`config.mk`:
```
export PLATFORM = sky130hd
export DESIGN_NAME = i2c_cmd_queue
export DESIGN_NICKNAME = d
export VERILOG_FILES = /design/src/rtl/i2cq_pkg.sv /design/src/rtl/i2cq_fifo.sv /design/src/rtl/i2cq_level_cmp.sv /design/src/rtl/i2cq_regs.sv /design/src/rtl/i2c_cmd_queue.sv
export SDC_FILE = /design/constraint.sdc
export NUM_CORES = 1
export LEC_CHECK = 0
export BUFFER_PORTS_ARGS = -buffer_cell sky130_fd_sc_hd__buf_2
export CAP_MARGIN = 20
export CELL_PAD_IN_SITES_DETAIL_PLACEMENT = 0
export CELL_PAD_IN_SITES_GLOBAL_PLACEMENT = 2
export CORE_MARGIN = 2
export CORE_UTILIZATION = 37
export DETAILED_ROUTE_END_ITERATION = 10
export GPL_ROUTABILITY_DRIVEN = 0
export PLACE_DENSITY_LB_ADDON = 0.25
export RECOVER_POWER = 100
export SLEW_MARGIN = 20
export SYNTH_ARGS = -nofsm -noshare
export SYNTH_HDL_FRONTEND = slang
export SYNTH_SLANG_ARGS = --single-unit
```
`constraint.sdc`:
```
create_clock -name clk -period 2.7 [get_ports clk]
set_input_delay 0.135 -clock clk [delete_from_list [all_inputs] [get_ports clk]]
set_output_delay 0.135 -clock clk [all_outputs]
set_load 0.02 [all_outputs]
```
`src/rtl/i2cq_pkg.sv`:
```
package i2cq_pkg;

    // Register offsets (byte addresses)
    localparam logic [7:0] OFF_ENABLE = 8'h00;
    localparam logic [7:0] OFF_DATA   = 8'h04;
    localparam logic [7:0] OFF_TX_LVL = 8'h08;
    localparam logic [7:0] OFF_RX_LVL = 8'h0C;
    localparam logic [7:0] OFF_TX_THR = 8'h10;
    localparam logic [7:0] OFF_RX_THR = 8'h14;
    localparam logic [7:0] OFF_IDENT  = 8'h18;

    localparam logic [31:0] IDENT_WORD = 32'h4457_0140;

    // Command entry: bit 8 selects read request, bits 7:0 carry the byte
    localparam int CMD_W   = 9;
    localparam int CMD_RD  = 8;
    localparam int BYTE_W  = 8;

    typedef enum logic [1:0] {
        CMP_AT_OR_BELOW = 2'd0,
        CMP_ABOVE       = 2'd1
    } cmp_mode_e;

endpackage

```
`src/rtl/i2cq_fifo.sv`:
```
module i2cq_fifo #(
    parameter int WIDTH = 8,
    parameter int DEPTH = 8,
    localparam int PTR_W = (DEPTH > 1) ? $clog2(DEPTH) : 1,
    localparam int CNT_W = $clog2(DEPTH + 1)
) (
    input  logic             clk,
    input  logic             rst_n,
    input  logic             flush,
    input  logic             push,
    input  logic [WIDTH-1:0] din,
    input  logic             pop,
    output logic [WIDTH-1:0] dout,
    output logic [CNT_W-1:0] count,
    output logic             full,
    output logic             empty
);

    typedef struct packed {
        logic [DEPTH-1:0][WIDTH-1:0] mem;
        logic [PTR_W-1:0]            wptr;
        logic [PTR_W-1:0]            rptr;
        logic [CNT_W-1:0]            cnt;
    } fifo_st_t;

    fifo_st_t st_d, st_q;

    localparam logic [PTR_W-1:0] LAST_PTR = PTR_W'(DEPTH - 1);
    localparam logic [CNT_W-1:0] FULL_CNT = CNT_W'(DEPTH);

    logic do_push, do_pop;

    always_comb begin
        st_d    = st_q;
        do_push = push && (st_q.cnt != FULL_CNT);
        do_pop  = pop && (st_q.cnt != '0);
        if (flush) begin
            st_d.wptr = '0;
            st_d.rptr = '0;
            st_d.cnt  = '0;
        end else begin
            if (do_push) begin
                st_d.mem[st_q.wptr] = din;
                st_d.wptr = (st_q.wptr == LAST_PTR) ? '0 : st_q.wptr + PTR_W'(1);
            end
            if (do_pop) begin
                st_d.rptr = (st_q.rptr == LAST_PTR) ? '0 : st_q.rptr + PTR_W'(1);
            end
            if (do_push && !do_pop) begin
                st_d.cnt = st_q.cnt + CNT_W'(1);
            end else if (do_pop && !do_push) begin
                st_d.cnt = st_q.cnt - CNT_W'(1);
            end
        end
    end

    always_ff @(posedge clk or negedge rst_n) begin
        if (!rst_n) begin
            st_q <= '0;
        end else begin
            st_q <= st_d;
        end
    end

    assign dout  = st_q.mem[st_q.rptr];
    assign count = st_q.cnt;
    assign full  = (st_q.cnt == FULL_CNT);
    assign empty = (st_q.cnt == '0);

    AST_NO_OVERFLOW: assert property (@(posedge clk) disable iff (!rst_n)
        st_q.cnt <= FULL_CNT);

    AST_FLUSH_CLEARS: assert property (@(posedge clk) disable iff (!rst_n)
        flush |=> (count == '0));

    AST_COUNT_STEP: assert property (@(posedge clk) disable iff (!rst_n)
        !flush |=> ((count == $past(count)) ||
                    (count == $past(count) + CNT_W'(1)) ||
                    (count + CNT_W'(1) == $past(count))));

endmodule

```
`src/rtl/i2cq_level_cmp.sv`:
```
module i2cq_level_cmp
    import i2cq_pkg::*;
#(
    parameter int        W    = 4,
    parameter cmp_mode_e MODE = CMP_AT_OR_BELOW
) (
    input  logic [W-1:0] level,
    input  logic [W-1:0] thr,
    output logic         hit
);

    generate
        if (MODE == CMP_ABOVE) begin : g_above
            assign hit = (level > thr);
        end else begin : g_below
            assign hit = (level <= thr);
        end
    endgenerate

endmodule

```
`src/rtl/i2cq_regs.sv`:
```
module i2cq_regs
    import i2cq_pkg::*;
#(
    parameter int ADDR_W   = 8,
    parameter int TX_LVL_W = 4,
    parameter int RX_LVL_W = 4
) (
    input  logic                clk,
    input  logic                rst_n,
    input  logic                bus_sel,
    input  logic                bus_wr,
    input  logic [ADDR_W-1:0]   bus_addr,
    input  logic [31:0]         bus_wdata,
    output logic [31:0]         bus_rdata,
    input  logic [TX_LVL_W-1:0] tx_level,
    input  logic [RX_LVL_W-1:0] rx_level,
    input  logic                tx_full,
    input  logic                rx_empty,
    input  logic [BYTE_W-1:0]   rx_head,
    output logic                enable,
    output logic [TX_LVL_W-1:0] tx_thr,
    output logic [RX_LVL_W-1:0] rx_thr,
    output logic                tx_push,
    output logic [CMD_W-1:0]    tx_entry,
    output logic                rx_pop,
    output logic                tx_over,
    output logic                rx_under
);

    typedef struct packed {
        logic                enable;
        logic [TX_LVL_W-1:0] tx_thr;
        logic [RX_LVL_W-1:0] rx_thr;
        logic [31:0]         rdata;
        logic                tx_over;
        logic                rx_under;
    } regs_st_t;

    regs_st_t st_d, st_q;

    logic wr_cyc, rd_cyc;
    logic hit_enable, hit_data, hit_tx_lvl, hit_rx_lvl;
    logic hit_tx_thr, hit_rx_thr, hit_ident;

    assign wr_cyc = bus_sel && bus_wr;
    assign rd_cyc = bus_sel && !bus_wr;

    assign hit_enable = (bus_addr == ADDR_W'(OFF_ENABLE));
    assign hit_data   = (bus_addr == ADDR_W'(OFF_DATA));
    assign hit_tx_lvl = (bus_addr == ADDR_W'(OFF_TX_LVL));
    assign hit_rx_lvl = (bus_addr == ADDR_W'(OFF_RX_LVL));
    assign hit_tx_thr = (bus_addr == ADDR_W'(OFF_TX_THR));
    assign hit_rx_thr = (bus_addr == ADDR_W'(OFF_RX_THR));
    assign hit_ident  = (bus_addr == ADDR_W'(OFF_IDENT));

    always_comb begin
        st_d          = st_q;
        st_d.tx_over  = 1'b0;
        st_d.rx_under = 1'b0;

        tx_push  = wr_cyc && hit_data && st_q.enable && !tx_full;
        tx_entry = bus_wdata[CMD_W-1:0];
        rx_pop   = rd_cyc && hit_data && !rx_empty;

        if (wr_cyc) begin
            if (hit_enable) begin
                st_d.enable = bus_wdata[0];
            end
            if (hit_tx_thr) begin
                st_d.tx_thr = bus_wdata[TX_LVL_W-1:0];
            end
            if (hit_rx_thr) begin
                st_d.rx_thr = bus_wdata[RX_LVL_W-1:0];
            end
            if (hit_data && st_q.enable && tx_full) begin
                st_d.tx_over = 1'b1;
            end
        end

        if (rd_cyc) begin
            st_d.rdata = '0;
            if (hit_enable) begin
                st_d.rdata = 32'(st_q.enable);
            end else if (hit_data) begin
                if (rx_empty) begin
                    st_d.rx_under = 1'b1;
                end else begin
                    st_d.rdata = 32'(rx_head);
                end
            end else if (hit_tx_lvl) begin
                st_d.rdata = 32'(tx_level);
            end else if (hit_rx_lvl) begin
                st_d.rdata = 32'(rx_level);
            end else if (hit_tx_thr) begin
                st_d.rdata = 32'(st_q.tx_thr);
            end else if (hit_rx_thr) begin
                st_d.rdata = 32'(st_q.rx_thr);
            end else if (hit_ident) begin
                st_d.rdata = IDENT_WORD;
            end
        end
    end

    always_ff @(posedge clk or negedge rst_n) begin
        if (!rst_n) begin
            st_q <= '0;
        end else begin
            st_q <= st_d;
        end
    end

    assign bus_rdata = st_q.rdata;
    assign enable    = st_q.enable;
    assign tx_thr    = st_q.tx_thr;
    assign rx_thr    = st_q.rx_thr;
    assign tx_over   = st_q.tx_over;
    assign rx_under  = st_q.rx_under;

    logic unused_wdata;
    assign unused_wdata = ^bus_wdata[31:CMD_W];

    AST_UNDER_ZERO: assert property (@(posedge clk) disable iff (!rst_n)
        rx_under |-> (bus_rdata == '0));

    AST_OVER_NO_PUSH: assert property (@(posedge clk) disable iff (!rst_n)
        (wr_cyc && hit_data && tx_full) |-> !tx_push);

endmodule

```
`src/rtl/i2c_cmd_queue.sv`:
```
module i2c_cmd_queue
    import i2cq_pkg::*;
#(
    parameter int ADDR_W   = 8,
    parameter int TX_DEPTH = 8,
    parameter int RX_DEPTH = 8,
    localparam int TX_LVL_W = $clog2(TX_DEPTH + 1),
    localparam int RX_LVL_W = $clog2(RX_DEPTH + 1)
) (
    input  logic              clk,
    input  logic              rst_n,
    input  logic              bus_sel,
    input  logic              bus_wr,
    input  logic [ADDR_W-1:0] bus_addr,
    input  logic [31:0]       bus_wdata,
    output logic [31:0]       bus_rdata,
    output logic              cmd_valid,
    output logic [8:0]        cmd_data,
    input  logic              cmd_pop,
    input  logic              rx_push,
    input  logic [7:0]        rx_byte,
    input  logic              abort,
    output logic              tx_low,
    output logic              rx_ready,
    output logic              tx_over,
    output logic              rx_under
);

    logic                enable;
    logic [TX_LVL_W-1:0] tx_level, tx_thr;
    logic [RX_LVL_W-1:0] rx_level, rx_thr;
    logic                tx_full, tx_empty, rx_full, rx_empty;
    logic                tx_push, rx_pop;
    logic [CMD_W-1:0]    tx_entry;
    logic [BYTE_W-1:0]   rx_head;
    logic                flush;

    assign flush = abort || !enable;

    i2cq_regs #(
        .ADDR_W   (ADDR_W),
        .TX_LVL_W (TX_LVL_W),
        .RX_LVL_W (RX_LVL_W)
    ) i_regs (
        .clk       (clk),
        .rst_n     (rst_n),
        .bus_sel   (bus_sel),
        .bus_wr    (bus_wr),
        .bus_addr  (bus_addr),
        .bus_wdata (bus_wdata),
        .bus_rdata (bus_rdata),
        .tx_level  (tx_level),
        .rx_level  (rx_level),
        .tx_full   (tx_full),
        .rx_empty  (rx_empty),
        .rx_head   (rx_head),
        .enable    (enable),
        .tx_thr    (tx_thr),
        .rx_thr    (rx_thr),
        .tx_push   (tx_push),
        .tx_entry  (tx_entry),
        .rx_pop    (rx_pop),
        .tx_over   (tx_over),
        .rx_under  (rx_under)
    );

    i2cq_fifo #(
        .WIDTH (CMD_W),
        .DEPTH (TX_DEPTH)
    ) i_tx_fifo (
        .clk   (clk),
        .rst_n (rst_n),
        .flush (flush),
        .push  (tx_push),
        .din   (tx_entry),
        .pop   (cmd_pop && cmd_valid),
        .dout  (cmd_data),
        .count (tx_level),
        .full  (tx_full),
        .empty (tx_empty)
    );

    i2cq_fifo #(
        .WIDTH (BYTE_W),
        .DEPTH (RX_DEPTH)
    ) i_rx_fifo (
        .clk   (clk),
        .rst_n (rst_n),
        .flush (flush),
        .push  (rx_push && enable),
        .din   (rx_byte),
        .pop   (rx_pop),
        .dout  (rx_head),
        .count (rx_level),
        .full  (rx_full),
        .empty (rx_empty)
    );

    assign cmd_valid = enable && !tx_empty;

    i2cq_level_cmp #(
        .W    (TX_LVL_W),
        .MODE (CMP_AT_OR_BELOW)
    ) i_tx_cmp (
        .level (tx_level),
        .thr   (tx_thr),
        .hit   (tx_low)
    );

    i2cq_level_cmp #(
        .W    (RX_LVL_W),
        .MODE (CMP_ABOVE)
    ) i_rx_cmp (
        .level (rx_level),
        .thr   (rx_thr),
        .hit   (rx_ready)
    );

    logic unused_rx_full;
    assign unused_rx_full = rx_full;

    AST_CMD_GATED: assert property (@(posedge clk) disable iff (!rst_n)
        !enable |-> !cmd_valid);

    AST_ABORT_EMPTIES: assert property (@(posedge clk) disable iff (!rst_n)
        abort |=> (tx_level == '0 && rx_level == '0));

    AST_POP_ONLY_VALID: assert property (@(posedge clk) disable iff (!rst_n)
        (cmd_pop && cmd_valid && !abort && enable && !tx_push)
            |=> (tx_level + TX_LVL_W'(1) == $past(tx_level)));

endmodule

```
==> flow_summary.json <==
{
  "drive_gt1_frac": 0.375,
  "cp_max_fo": 8,
  "synthArstFlopShare": 1.00,
  "p_comb_frac": 0.046,
  "fp.dieArea_um2": 25000,
  "cts-buffers-inserted": 17,
  "drt_iter0_drc": 242,
  "period_needed_ns": 2.57,
  "final_core_util": 0.433,
  "swShare": 0.246,
  "violations": "capacitance limit, slew limit",
  "netlist_instances": 658,
  "fp.dieW_um": 158,
  "via_per_inst": 5.15,
  "place_inst": 1051,
  "synth_edf_count": 0,
  "grt_max_degree": 76,
  "worstMarginPinSlew_ns": 1.52,
  "synth_area_um2": 8780,
  "p_int_w": 0.00406,
  "instances_no_fill": 1085,
  "area_delta_synth_final_pct": 15.3,
  "whs_ns": 0.0386,
  "layout_common_cells": "176 x dfrtp_1, 147 x mux2_2, 46 x clkbuf_1",
  "clock_power_share": 0.459,
  "h-tree-depth": 4,
  "path_class": "flop to flop",
  "worst_r2r_endpoint": "i_rx_fifo.st_q[71]$_DFFE_PN0P_",
  "min_period_over_period": 0.951,
  "clk_pin_slew_ns": 0.07,
  "ant_nets": 0,
  "rows": 56,
  "ys.warnings.count": 0,
  "crit_required_ns": 3.01,
  "cts_sinks": 176,
  "power.leakage_nw": 4.74,
  "drt-wirelength-per-cell_um": 19.1,
  "first_global_vias": 6018,
  "fillers": 2248,
  "cts_tree": "yes",
  "status": "complete, but fails checks",
  "portBuffers": 61,
  "crit_start": "i_rx_fifo.count[3]$_DFFE_PN0P_",
  "cp-start-kind": "flop",
  "p_seq_frac": 0.495,
  "worstReg2RegStart": "i_rx_fifo.count[3]$_DFFE_PN0P_",
  "drv_slew": 58,
  "relSlewSlack": -0.0154,
  "power.switching_w": 0.00132,
  "fin_nets": 829,
  "clk_path_buf_depth": 2,
  "hold_class": "primary input to flop",
  "ys_seq_elements": 176,
  "finalPower_w": 0.00539,
  "die_h_um": 158,
  "hold_viol_final": 0,
  "ios": 101,
  "grt_overflow": 0,
  "num_vias": 5583,
  "maxCapViolations": 1,
  "synth_seq_area_share": 0.502,
  "r2r_slack_ns": 0.13,
  "clock_latency_ns": 0.43,
  "syn_area_per_cell_um2": 13.3,
  "route.detailed.drc": 0,
  "grt_use_total": 0.179,
  "core_area_um2": 23400,
  "dp_hpwl_mm": 14.6,
  "min_from": "rx_byte[7]",
  "finalSetupViolCount": 0,
  "r2r_cells": 6,
  "clockRootBuffer": "clkbuf_16",
  "fin_setup_tns_ns": 0,
  "hold_depth": 2,
  "fmax_ghz": 0.389,
  "ir_worst_vdd_v": 0.000448,
  "drt_first_pass_iters": 5,
  "synth-main-ff-cell": "dfrtp_1",
  "grt_antenna_before_repair": 1,
  "cp-end-kind": "flop",
  "rsz0062_at_grt": "false",
  "final_common_cell": "dfrtp_1",
  "power_density_nw_per_um2": 532,
  "initial_core_util": 0.375,
  "cts_setup_buffers": 0,
  "routed_wl_mm": 20.7,
  "crit_arrival_ns": 2.88,
  "ys_types": 54,
  "hold_end": "i_rx_fifo.st_q[49]$_DFFE_PN0P_",
  "grt_first_pass_wirelength_mm": 33.8,
  "clock_skew_ns": 0.0118
}
how the worst max path moves through the flow:
stage,cells past startpoint,to,slack (ns)
CTS,6,i_rx_fifo.st_q[71]$_DFFE_PN0P_,0.11
finish,6,i_rx_fifo.st_q[71]$_DFFE_PN0P_,0.13
floorplan,11,i_rx_fifo.count[3]$_DFFE_PN0P_,0.07
global route,6,i_rx_fifo.st_q[68]$_DFFE_PN0P_,0.04
global placement,6,i_tx_fifo.st_q[35]$_DFFE_PN0P_,0.09
detailed placement,6,i_tx_fifo.st_q[36]$_DFFE_PN0P_,0.03
power by group through the flow:
stage | Sequential (W) | Combinational (W) | Clock, W
3_3_place_gp | 0.00272 | 0.000247 | 0
6_report | 0.00267 | 0.000247 | 0.00248
3_5_place_dp | 0.00272 | 0.000255 | 0
2_1_floorplan | 0.00272 | 0.000126 | 0
4_1_cts | 0.00267 | 0.000258 | 0.00254
5_1_grt | 0.00267 | 0.000279 | 0.00267
cells in the mapped netlist (all sizes together) (2+ instances only):
cell type	number	area, um^2
dfrtp	176	4400
mux2	151	1700
nand2	38	143
mux4	34	766
buf	33	215
nor3	24	120
a21oi	20	100
ha	20	250
nor2	20	75.1
clkbuf	19	71.3
inv	16	60.1
o21ai	15	75.1
mux2i	11	110
nor4	9	123
nand2b	6	37.5
nand3	5	25.0
nor3b	5	37.5
or3	5	31.3
o21a	4	30.0
a211oi	3	22.5
a21o	3	22.5
nand3b	3	22.5
nor2b	3	18.8
or4	3	22.5
fa	2	40.0
nand4	2	12.5
o211ai	2	15.0
o221ai	2	17.5
o31a	2	17.5
o41a	2	22.5
o41ai	2	25.0
xnor2	2	17.5
timing repair:
item	4_1_cts	5_1_grt
endpoints found under the hold margin	55	0
endpoints found under the setup margin	0	1
resized for setup	0	1
hold buffers	1	0
layer usage:
layer  routed length, um  global-route usage  share of wire
met1                9590               0.240           0.46
met2               10400               0.302           0.50
met3                 583              0.0394          0.028
met4                 144              0.0347         0.0070
met5                   0                   0              0
flip-flops by register name, indices dropped and copies added (netlist names):
| signal | cells |
|---|---|
| i_regs.bus_rdata | 9 |
| i_tx_fifo.st_q | 78 |
| i_regs.rx_under | 1 |
| i_regs.rx_thr | 4 |
| i_tx_fifo.count | 4 |
| i_regs.tx_over | 1 |
| i_rx_fifo.st_q | 70 |
| i_regs.tx_thr | 4 |
| i_regs.enable | 1 |
| i_rx_fifo.count | 4 |
through the flow:
stage               instance area (um^2)  setup WS, ns
CTS                                10300         0.112
floorplan                           8840        0.0730
global route                       10100        0.0410
detailed placement                  9690        0.0309
finish                             10100         0.131
global placement                    9690        0.0873
cell families (layout without fill, tap and decap cells):
group,Yosys count,after routing,synth area share
compound gates,61,61,0.0456
xor+xnor,3,3,0.00299
fa+ha+maj,22,22,0.0331
buf+inv,68,160,0.0395
flops,176,176,0.502
mux,196,196,0.293
other cells,1,17,0.000427
simple gates,131,131,0.0834
final cells by class:
cell class / instances / area (um^2) / area share
clock buffer: 18 / 439 / 0.0434
multi-input combinational: 429 / 4080 / 0.403
timing repair buffer: 112 / 598 / 0.0591
clock inverter: 14 / 148 / 0.0146
inverter: 16 / 60.1 / 0.00593
tap: 319 / 399 / 0.0394
antenna: 1 / 2.50 / 0.000247
sequential: 176 / 4400 / 0.435
critical path, stage by stage (launching register included):
cell and delay (ns):
dfrtp_1 0.41, buf_4 0.17, inv_1 0.08, o41a_1 0.24, nand4b_1 0.22, nor2_1 0.91
mux2_2 0.42
(Power assumes the default switching activity.)
